`config.mk`:
```
export PLATFORM = sky130hd
export DESIGN_NAME = atomic_rsv_monitor
export DESIGN_NICKNAME = d
export VERILOG_FILES = /design/src/rtl/atomic_rsv_pkg.sv /design/src/rtl/atomic_rsv_ctrl.sv /design/src/rtl/atomic_rsv_datapath.sv /design/src/rtl/atomic_rsv_monitor.sv
export SDC_FILE = /design/constraint.sdc
export NUM_CORES = 1
export LEC_CHECK = 0
export ABC_AREA = 1
export CAP_MARGIN = 40
export CELL_PAD_IN_SITES_DETAIL_PLACEMENT = 1
export CELL_PAD_IN_SITES_GLOBAL_PLACEMENT = 1
export CORE_MARGIN = 4
export CORE_UTILIZATION = 43
export CTS_CLUSTER_DIAMETER = 60
export DETAILED_ROUTE_END_ITERATION = 10
export GPL_TIMING_DRIVEN = 0
export PLACE_DENSITY = 0.9
export SYNTH_ARGS = -nofsm -noshare
export SYNTH_HDL_FRONTEND = slang
export SYNTH_SLANG_ARGS = --single-unit
```
`constraint.sdc`:
```
create_clock -name clk -period 5.97 [get_ports clk]
set_input_delay 1.194 -clock clk [delete_from_list [all_inputs] [get_ports clk]]
set_output_delay 1.194 -clock clk [all_outputs]
set_load 0.01 [all_outputs]
```
`src/rtl/atomic_rsv_pkg.sv`:
```
package atomic_rsv_pkg;
  typedef enum logic [1:0] {
    OP_LL   = 2'b00,
    OP_SC   = 2'b01,
    OP_ST   = 2'b10,
    OP_NONE = 2'b11
  } rsvOp_e;

  typedef struct packed {
    logic memWe;
    logic rspLoad;
    logic rspIsFlag;
    logic scOk;
  } ctlStrobe_t;
endpackage

```
`src/rtl/atomic_rsv_ctrl.sv`:
```
module atomic_rsv_ctrl
  import atomic_rsv_pkg::*;
#(
  parameter int NUM_PORTS = 3,
  parameter int ADDR_W    = 3,
  localparam int IDX_W    = (NUM_PORTS > 1) ? $clog2(NUM_PORTS) : 1
) (
  input  logic                          clk,
  input  logic                          rst_n,
  input  logic [NUM_PORTS-1:0]          reqValid,
  input  logic [2*NUM_PORTS-1:0]        reqOp,
  input  logic [ADDR_W*NUM_PORTS-1:0]   reqAddr,
  output logic [NUM_PORTS-1:0]          grantVec,
  output logic [IDX_W-1:0]              grantIdx,
  output ctlStrobe_t                    strobe
);

  logic              anyGrant;
  rsvOp_e            gOp;
  logic [ADDR_W-1:0] gAddr;
  logic [NUM_PORTS-1:0] rsvValid;
  logic [ADDR_W-1:0] rsvAddr [NUM_PORTS];
  logic              scOk;

  // fixed priority: lowest index wins, so scan downward and let the last hit stand
  always_comb begin
    grantVec = '0;
    grantIdx = '0;
    anyGrant = 1'b0;
    for (int i = NUM_PORTS - 1; i >= 0; i--) begin
      if (reqValid[i]) begin
        grantVec    = '0;
        grantVec[i] = 1'b1;
        grantIdx    = IDX_W'(i);
        anyGrant    = 1'b1;
      end
    end
  end

  assign gOp   = rsvOp_e'(reqOp[grantIdx*2 +: 2]);
  assign gAddr = reqAddr[grantIdx*ADDR_W +: ADDR_W];
  assign scOk  = anyGrant && (gOp == OP_SC) && rsvValid[grantIdx] &&
                 (rsvAddr[grantIdx] == gAddr);

  always_comb begin
    strobe.memWe     = anyGrant && ((gOp == OP_ST) || scOk);
    strobe.rspLoad   = anyGrant;
    strobe.rspIsFlag = (gOp != OP_LL);
    strobe.scOk      = scOk;
  end

  for (genvar p = 0; p < NUM_PORTS; p++) begin : g_rsv
    always_ff @(posedge clk) begin
      if (!rst_n) begin
        rsvValid[p] <= 1'b0;
        rsvAddr[p]  <= '0;
      end else if (grantVec[p]) begin
        if (gOp == OP_LL) begin
          rsvValid[p] <= 1'b1;
          rsvAddr[p]  <= gAddr;
        end else if (gOp == OP_SC) begin
          rsvValid[p] <= 1'b0;
        end
      end else if (strobe.memWe && (rsvAddr[p] == gAddr)) begin
        rsvValid[p] <= 1'b0;
      end
    end

    AST_LL_ARMS: assert property (@(posedge clk) disable iff (!rst_n)
      (grantVec[p] && gOp == OP_LL) |=> (rsvValid[p] && rsvAddr[p] == $past(gAddr)));
    AST_SC_CLEARS_OWN: assert property (@(posedge clk) disable iff (!rst_n)
      (grantVec[p] && gOp == OP_SC) |=> !rsvValid[p]);
    AST_FOREIGN_WRITE_BREAKS: assert property (@(posedge clk) disable iff (!rst_n)
      (strobe.memWe && !grantVec[p] && rsvAddr[p] == gAddr) |=> !rsvValid[p]);
    AST_NONE_KEEPS_RSV: assert property (@(posedge clk) disable iff (!rst_n)
      (grantVec[p] && gOp == OP_NONE) |=> $stable(rsvValid[p]));
  end

endmodule

```
`src/rtl/atomic_rsv_datapath.sv`:
```
module atomic_rsv_datapath
  import atomic_rsv_pkg::*;
#(
  parameter int NUM_PORTS = 3,
  parameter int ADDR_W    = 3,
  parameter int DATA_W    = 8,
  localparam int IDX_W    = (NUM_PORTS > 1) ? $clog2(NUM_PORTS) : 1,
  localparam int DEPTH    = 1 << ADDR_W
) (
  input  logic                          clk,
  input  logic                          rst_n,
  input  ctlStrobe_t                    strobe,
  input  logic [NUM_PORTS-1:0]          grantVec,
  input  logic [IDX_W-1:0]              grantIdx,
  input  logic [ADDR_W*NUM_PORTS-1:0]   reqAddr,
  input  logic [DATA_W*NUM_PORTS-1:0]   reqData,
  output logic [NUM_PORTS-1:0]          rspValid,
  output logic [DATA_W-1:0]             rspData
);

  logic [DEPTH-1:0][DATA_W-1:0] mem;
  logic [ADDR_W-1:0]            gAddr;
  logic [DATA_W-1:0]            gData;

  assign gAddr = reqAddr[grantIdx*ADDR_W +: ADDR_W];
  assign gData = reqData[grantIdx*DATA_W +: DATA_W];

  always_ff @(posedge clk) begin
    if (!rst_n) begin
      mem <= '0;
    end else if (strobe.memWe) begin
      mem[gAddr] <= gData;
    end
  end

  always_ff @(posedge clk) begin
    if (!rst_n) begin
      rspValid <= '0;
      rspData  <= '0;
    end else begin
      rspValid <= strobe.rspLoad ? grantVec : '0;
      if (!strobe.rspLoad)       rspData <= '0;
      else if (strobe.rspIsFlag) rspData <= DATA_W'(strobe.scOk);
      else                       rspData <= mem[gAddr];
    end
  end

  AST_MEM_HOLDS: assert property (@(posedge clk) disable iff (!rst_n)
    !strobe.memWe |=> $stable(mem));
  AST_RSP_AFTER_GRANT: assert property (@(posedge clk) disable iff (!rst_n)
    strobe.rspLoad |=> ($countones(rspValid) == 1));

endmodule

```
`src/rtl/atomic_rsv_monitor.sv`:
```
module atomic_rsv_monitor
  import atomic_rsv_pkg::*;
#(
  parameter int NUM_PORTS = 3,
  parameter int ADDR_W    = 3,
  parameter int DATA_W    = 8,
  localparam int IDX_W    = (NUM_PORTS > 1) ? $clog2(NUM_PORTS) : 1
) (
  input  logic                          clk,
  input  logic                          rst_n,
  input  logic [NUM_PORTS-1:0]          reqValid,
  input  logic [2*NUM_PORTS-1:0]        reqOp,
  input  logic [ADDR_W*NUM_PORTS-1:0]   reqAddr,
  input  logic [DATA_W*NUM_PORTS-1:0]   reqData,
  output logic [NUM_PORTS-1:0]          reqReady,
  output logic [NUM_PORTS-1:0]          rspValid,
  output logic [DATA_W-1:0]             rspData
);

  ctlStrobe_t        strobe;
  logic [IDX_W-1:0]  grantIdx;

  atomic_rsv_ctrl #(.NUM_PORTS(NUM_PORTS), .ADDR_W(ADDR_W)) ctrl_i (
    .clk(clk), .rst_n(rst_n), .reqValid(reqValid), .reqOp(reqOp),
    .reqAddr(reqAddr), .grantVec(reqReady), .grantIdx(grantIdx), .strobe(strobe)
  );

  atomic_rsv_datapath #(.NUM_PORTS(NUM_PORTS), .ADDR_W(ADDR_W), .DATA_W(DATA_W)) dp_i (
    .clk(clk), .rst_n(rst_n), .strobe(strobe), .grantVec(reqReady),
    .grantIdx(grantIdx), .reqAddr(reqAddr), .reqData(reqData),
    .rspValid(rspValid), .rspData(rspData)
  );

  AST_ONE_GRANT: assert property (@(posedge clk) disable iff (!rst_n)
    $onehot0(reqReady));
  AST_PORT0_FIRST: assert property (@(posedge clk) disable iff (!rst_n)
    reqValid[0] |-> reqReady[0]);
  AST_RSP_IS_PAST_GRANT: assert property (@(posedge clk) disable iff (!rst_n)
    (reqReady != '0) |=> (rspValid == $past(reqReady)));

endmodule

```
**Yosys cells after proc, flatten, opt, wreduce, memory -nomap -nowiden**

Memories as Yosys holds them, arrays and structs flattened.
Cells that the tools add are included.

- Register bits: 78
- Bits in writable memories: 9
- Bits of input ports: 44
- Output and inout port bits: 14
- Word-level logic and storage cells: 94
- Memories: 1

Memories:

| memory | words | bits a word | read ports | clocked after Yosys merged registers in | write ports | RTL line | RTL |
|---|---|---|---|---|---|---|---|
| ctrl_i.rsvAddr | 3 | 3 | 4 | 0 | 3 | atomic_rsv_ctrl.sv:22 | `logic [ADDR_W-1:0] rsvAddr [NUM_PORTS];` |

- Multiply operators: 1
- $lt $le $gt $ge: 3
- Equality and inequality tests: 9
- Shift operators: 3
- Mux-type cells: 39
- Bitwise logic cells: 5
- Reductions and logical operators: 19

Operators with widths:

| cell | count |
|---|---|
| $bwmux W64 | 1 |
| $bmux W8 S3 | 1 |
| $demux W8 S3 | 1 |
| $mux W1 | 24 |
| $shiftx A24 B6 Y8 | 1 |
| $mux W3 | 6 |
| $mux W8 | 2 |
| $eq A3 B3 Y1 | 4 |
| $ne A3 B3 Y1 const B | 3 |
| $shiftx A9 B5 Y3 | 1 |
| $logic_and A1 B1 Y1 | 8 |
| $reduce_and A2 Y1 | 4 |
| $reduce_bool A2 Y1 | 4 |
| $mux W2 | 3 |
| $shiftx A6 B4 Y2 | 1 |
| $lt A3 B4 Y1 const B | 1 |
| $mul A2 B2 Y4 const B | 1 |
| $ge A3 B1 Y1 const B | 1 |
| $lt A2 B3 Y1 const B | 1 |
| $or A1 B1 Y1 | 3 |
| $reduce_or A3 Y1 | 1 |
| $bmux W1 S2 | 1 |
| $eq A2 B1 Y1 const B | 1 |
| $eq A2 B2 Y1 const B | 1 |
| 3 further kinds | 4 |

**Depth between registers and ports, before layout**

- Depth after elaboration: 13
- Depth in mapped cells: 17

**By module**

From an unflattened synthesis, not the netlist that was laid out.

- Cell total of the unflattened synthesis: 714
- Area, all modules: 4911.0 µm²

By module, submodules not included:

| module | times used | cells an instance | area an instance (µm²) | seq. area each (µm²) |
|---|---|---|---|---|
| atomic_rsv_datapath | 1 | 510 | 3689.8 | 1501.4 |
| atomic_rsv_ctrl | 1 | 204 | 1221.2 | 330.3 |

**Least setup slack after synthesis**

OpenSTA, ideal clock, no wires.

- Path kind: input -> output
- Start: input port reqValid[1]
- End: output port reqReady[1]
- Arrival time: 1.786 ns
- Required time: 4.776 ns
- Path slack: 2.990 ns
- Stages on the path: 4
- Buffers on the path: 2
- Cells stage by stage: buf_6 -> inv_2 -> nor2_4 -> buf_1

- Longest elaborated chain between the ends: 2

RTL lines:

| what | RTL line | RTL |
|---|---|---|
| start: declaration | atomic_rsv_monitor.sv:11 | `input logic [NUM_PORTS-1:0] reqValid,` |
| $mux W3 (2 in series) | atomic_rsv_ctrl.sv:31 | `if (reqValid[i]) begin` |
| end: declaration | atomic_rsv_monitor.sv:15 | `output logic [NUM_PORTS-1:0] reqReady,` |

No other way between the ends.

**Worst setup path in the final report**

Same ends and word-level chain as after synthesis.

==> results.tsv <==
metric	value	unit
clockBufferDepth	2	
synthTopCellsByArea	dfxtp_1 34%, nor2_1 14%, nand2_1 12%	
clock_sinks	87	
skew	0.01829	ns
ys_seq_elements	87	
netlist_instances	670	
yosysTopAreaCellShare	0.3434	
r2r-start	ctrl_i.rsvAddr[1][2]$_SDFFCE_PN0P_	
yosys.area.top_type	dfxtp_1	
ys_seq_area_frac	0.4029	
p_per_area	248.9	mW/mm^2
outcome	finished clean	
synth_xor_xnor_area_share	0.005779	
drc	0	
finalHoldViolations	0	
grt_use_met1	0.3063	
synthSimpleGateAreaFrac	0.3674	
regArea	0.001832	sq mm
port_buffers	56	
root_buffer	clkbuf_8	
use_met2	0.4830	
htreeDepth	3	
r2r_slack	3.88	ns
cts_resized	0	
crit_path_start_kind	input pin	
fillers	1382	
yosys-mux-area-fraction	0	
dieArea	0.01228	sq mm
relSlewSlack	0.4967	
synthAdderAreaFrac	0	
insertion_delay	0.39	ns
busiest_layer	met2	
diodes	0	
wirelength	16580	microns
utilization	0.5401	
firstDrtPassIters	5	
syn_area_per_cell	6.786	sq um
synth_compound_area_frac	0.1368	
arrival	3.28	ns
p_leak	0.002624	uW
hold_depth	2	
ys_warn_count	0	
place_congestion	0.8779	
hpwlAfterDp	12410	microns
synth.distinct_cells	33	
rows	37	
finalCritPeriodShare	0.7501	
hold_path.class	reg2reg	
grt.overflow.total	0	
grt_use_total	0.2699	
area_growth	22.62	%
setup-tns-final	0	ns
grt_pass1_wl	26420	microns
rr_endpoint	dp_i.mem[31]$_SDFFE_PN0P_	
worstPathMaxFanout	10	
die_y	110.8	microns
synth_top_family_by_area	simple AND/OR/NAND/NOR gates	
synth_nets	714	
core_area	0.01032	sq mm
max_freq	223.3	MHz
ant_nets	0	
ir_drop	158.8	uV
grt_pass1_vias	5187	
endpoint_kind	output pin	
max_cap_viol_count	0	
cts_setup_buffers	0	
drive_gt1_frac	0.09600	
avgViaCountPerCell	5.485	
multi_input_area	0.002318	sq mm
syn_area	0.004547	sq mm
wl_per_cell	18.71	microns
initial_core_util	0.4404	
worst_pin_slew	0.7515	ns
worstPathRequired	4.78	ns
drv_slew	0	
rr_worst_depth	14	
drt-initial-drc-count	297	
ioPinCount	58	
holdBufCountCts	0	
grt_max_degree	16	
rsz0062_at_grt	false	
layout.nets	789	
use_met3	0.05731	
cts_buffers	9	
hp-start	dp_i.mem[50]$_SDFFE_PN0P_	
antenna_found_initial	2	
holdPathEnd	dp_i.rspData[2]$_SDFF_PP0_	
chipWidth	110.8	microns
fin_crit	4.478	ns
clk_pin_slew	0.08	ns
tritoncts	built	
vias	4860	
setup_viol	0	
crit_type	in2out	
[how the worst max path moves through the flow]
| stage | startpoint | endpoint | slack (ns) |
|---|---|---|---|
| floorplan | reqValid[1] | reqReady[1] | 2.99 |
| global route | reqValid[1] | reqReady[1] | 1.39 |
| global placement | reqValid[1] | reqReady[1] | 1.52 |
| CTS | reqValid[1] | reqReady[1] | 1.48 |
| finish | reqValid[1] | reqReady[1] | 1.49 |
| detailed placement | reqValid[1] | reqReady[1] | 1.49 |
[cell type report]
| cell class | count | area share |
|---|---|---|
| multi-input combinational | 494 | 0.4158 |
| sequential | 87 | 0.3285 |
| timing repair buffer | 64 | 0.1113 |
| inverter | 64 | 0.04399 |
| tap | 136 | 0.03052 |
| buffer | 25 | 0.02715 |
| clock buffer | 10 | 0.02671 |
| clock inverter | 6 | 0.01593 |
[cells in the mapped netlist]
cell type,count
a211oi_1,2
a41oi_1,1
nand4_1,1
inv_4,2
buf_1,3
o211ai_1,3
dfxtp_1,78
buf_2,4
a221oi_1,4
o22ai_1,2
buf_4,2
nand2_1,149
nand2_2,9
nor2_8,6
inv_2,7
buf_6,6
clkbuf_1,10
a31oi_1,11
edfxtp_1,9
nor2_2,4
a22oi_1,5
nor3_1,4
a21oi_1,19
nand2_4,3
nor2_1,170
a21oi_4,1
xor2_1,3
nand3_2,3
nand2_8,1
inv_1,55
o21ai_0,62
nand3_1,30
nor2_4,1
[sequential cells by signal (all words and copies together), names as in the netlist]
register	count
dp_i.mem	64
dp_i.rspValid	3
ctrl_i.rsvAddr	9
ctrl_i.rsvValid	3
dp_i.rspData	8
[logic make-up after synthesis]
family,Yosys count
AOI/OAI and AO/OA,110
DFF,87
and+or+nand+nor,381
xor gates and xnor gates,3
buffers and inverters,89
[critical path: stages]
cell and delay [ns]:
clkdlybuf4s50_1 0.58, buf_6 0.18, inv_2 0.05, nor2_4 0.18, buf_1 0.44, clkdlybuf4s50_1 0.64
[where the power goes]
part / switching (uW) / internal [uW] / total [uW]
Combinational: 178 / 90.3 / 268
Clock: 232 / 262 / 494
Sequential: 12.6 / 613 / 626
Total: 422 / 966 / 1390
[through the flow]
stage          std cells  cell area, sq um  setup WS, ns  hold slack (ns)  power, uW
2_1_floorplan        670              4547         2.990           0.4607      787.0
3_3_place_gp         862              5278         1.516           0.4795      882.2
3_5_place_dp         870              5338         1.488           0.4884      901.4
4_1_cts              886              5575         1.483           0.5042       1387
5_1_grt              886              5575         1.389           0.5459       1442
6_report             886              5575         1.492           0.5045       1388
[routing by layer]
metal / up-vias / routed length, microns
met1: 2351 / 6621
met3: 61 / 856
met5: - / 27
met4: 4 / 640
met2: 155 / 8432
li1: 2289 / -
[layout by cell type (no fill, tap or decap), types with 5 or more instances in the layout]
cell type	netlist	routed
nor2_1	170	170
nand2_1	149	149
dfxtp_1	78	78
o21ai_0	62	62
clkdlybuf4s50_1	0	56
inv_1	55	55
nand3_1	30	30
a21oi_1	19	19
a31oi_1	11	11
buf_4	2	10
clkbuf_1	10	10
nand2_2	9	9
clkbuf_8	0	9
edfxtp_1	9	9
inv_2	7	7
buf_6	6	6
nor2_8	6	6
a22oi_1	5	5
Note: power is estimated with default switching activity, not from simulation.
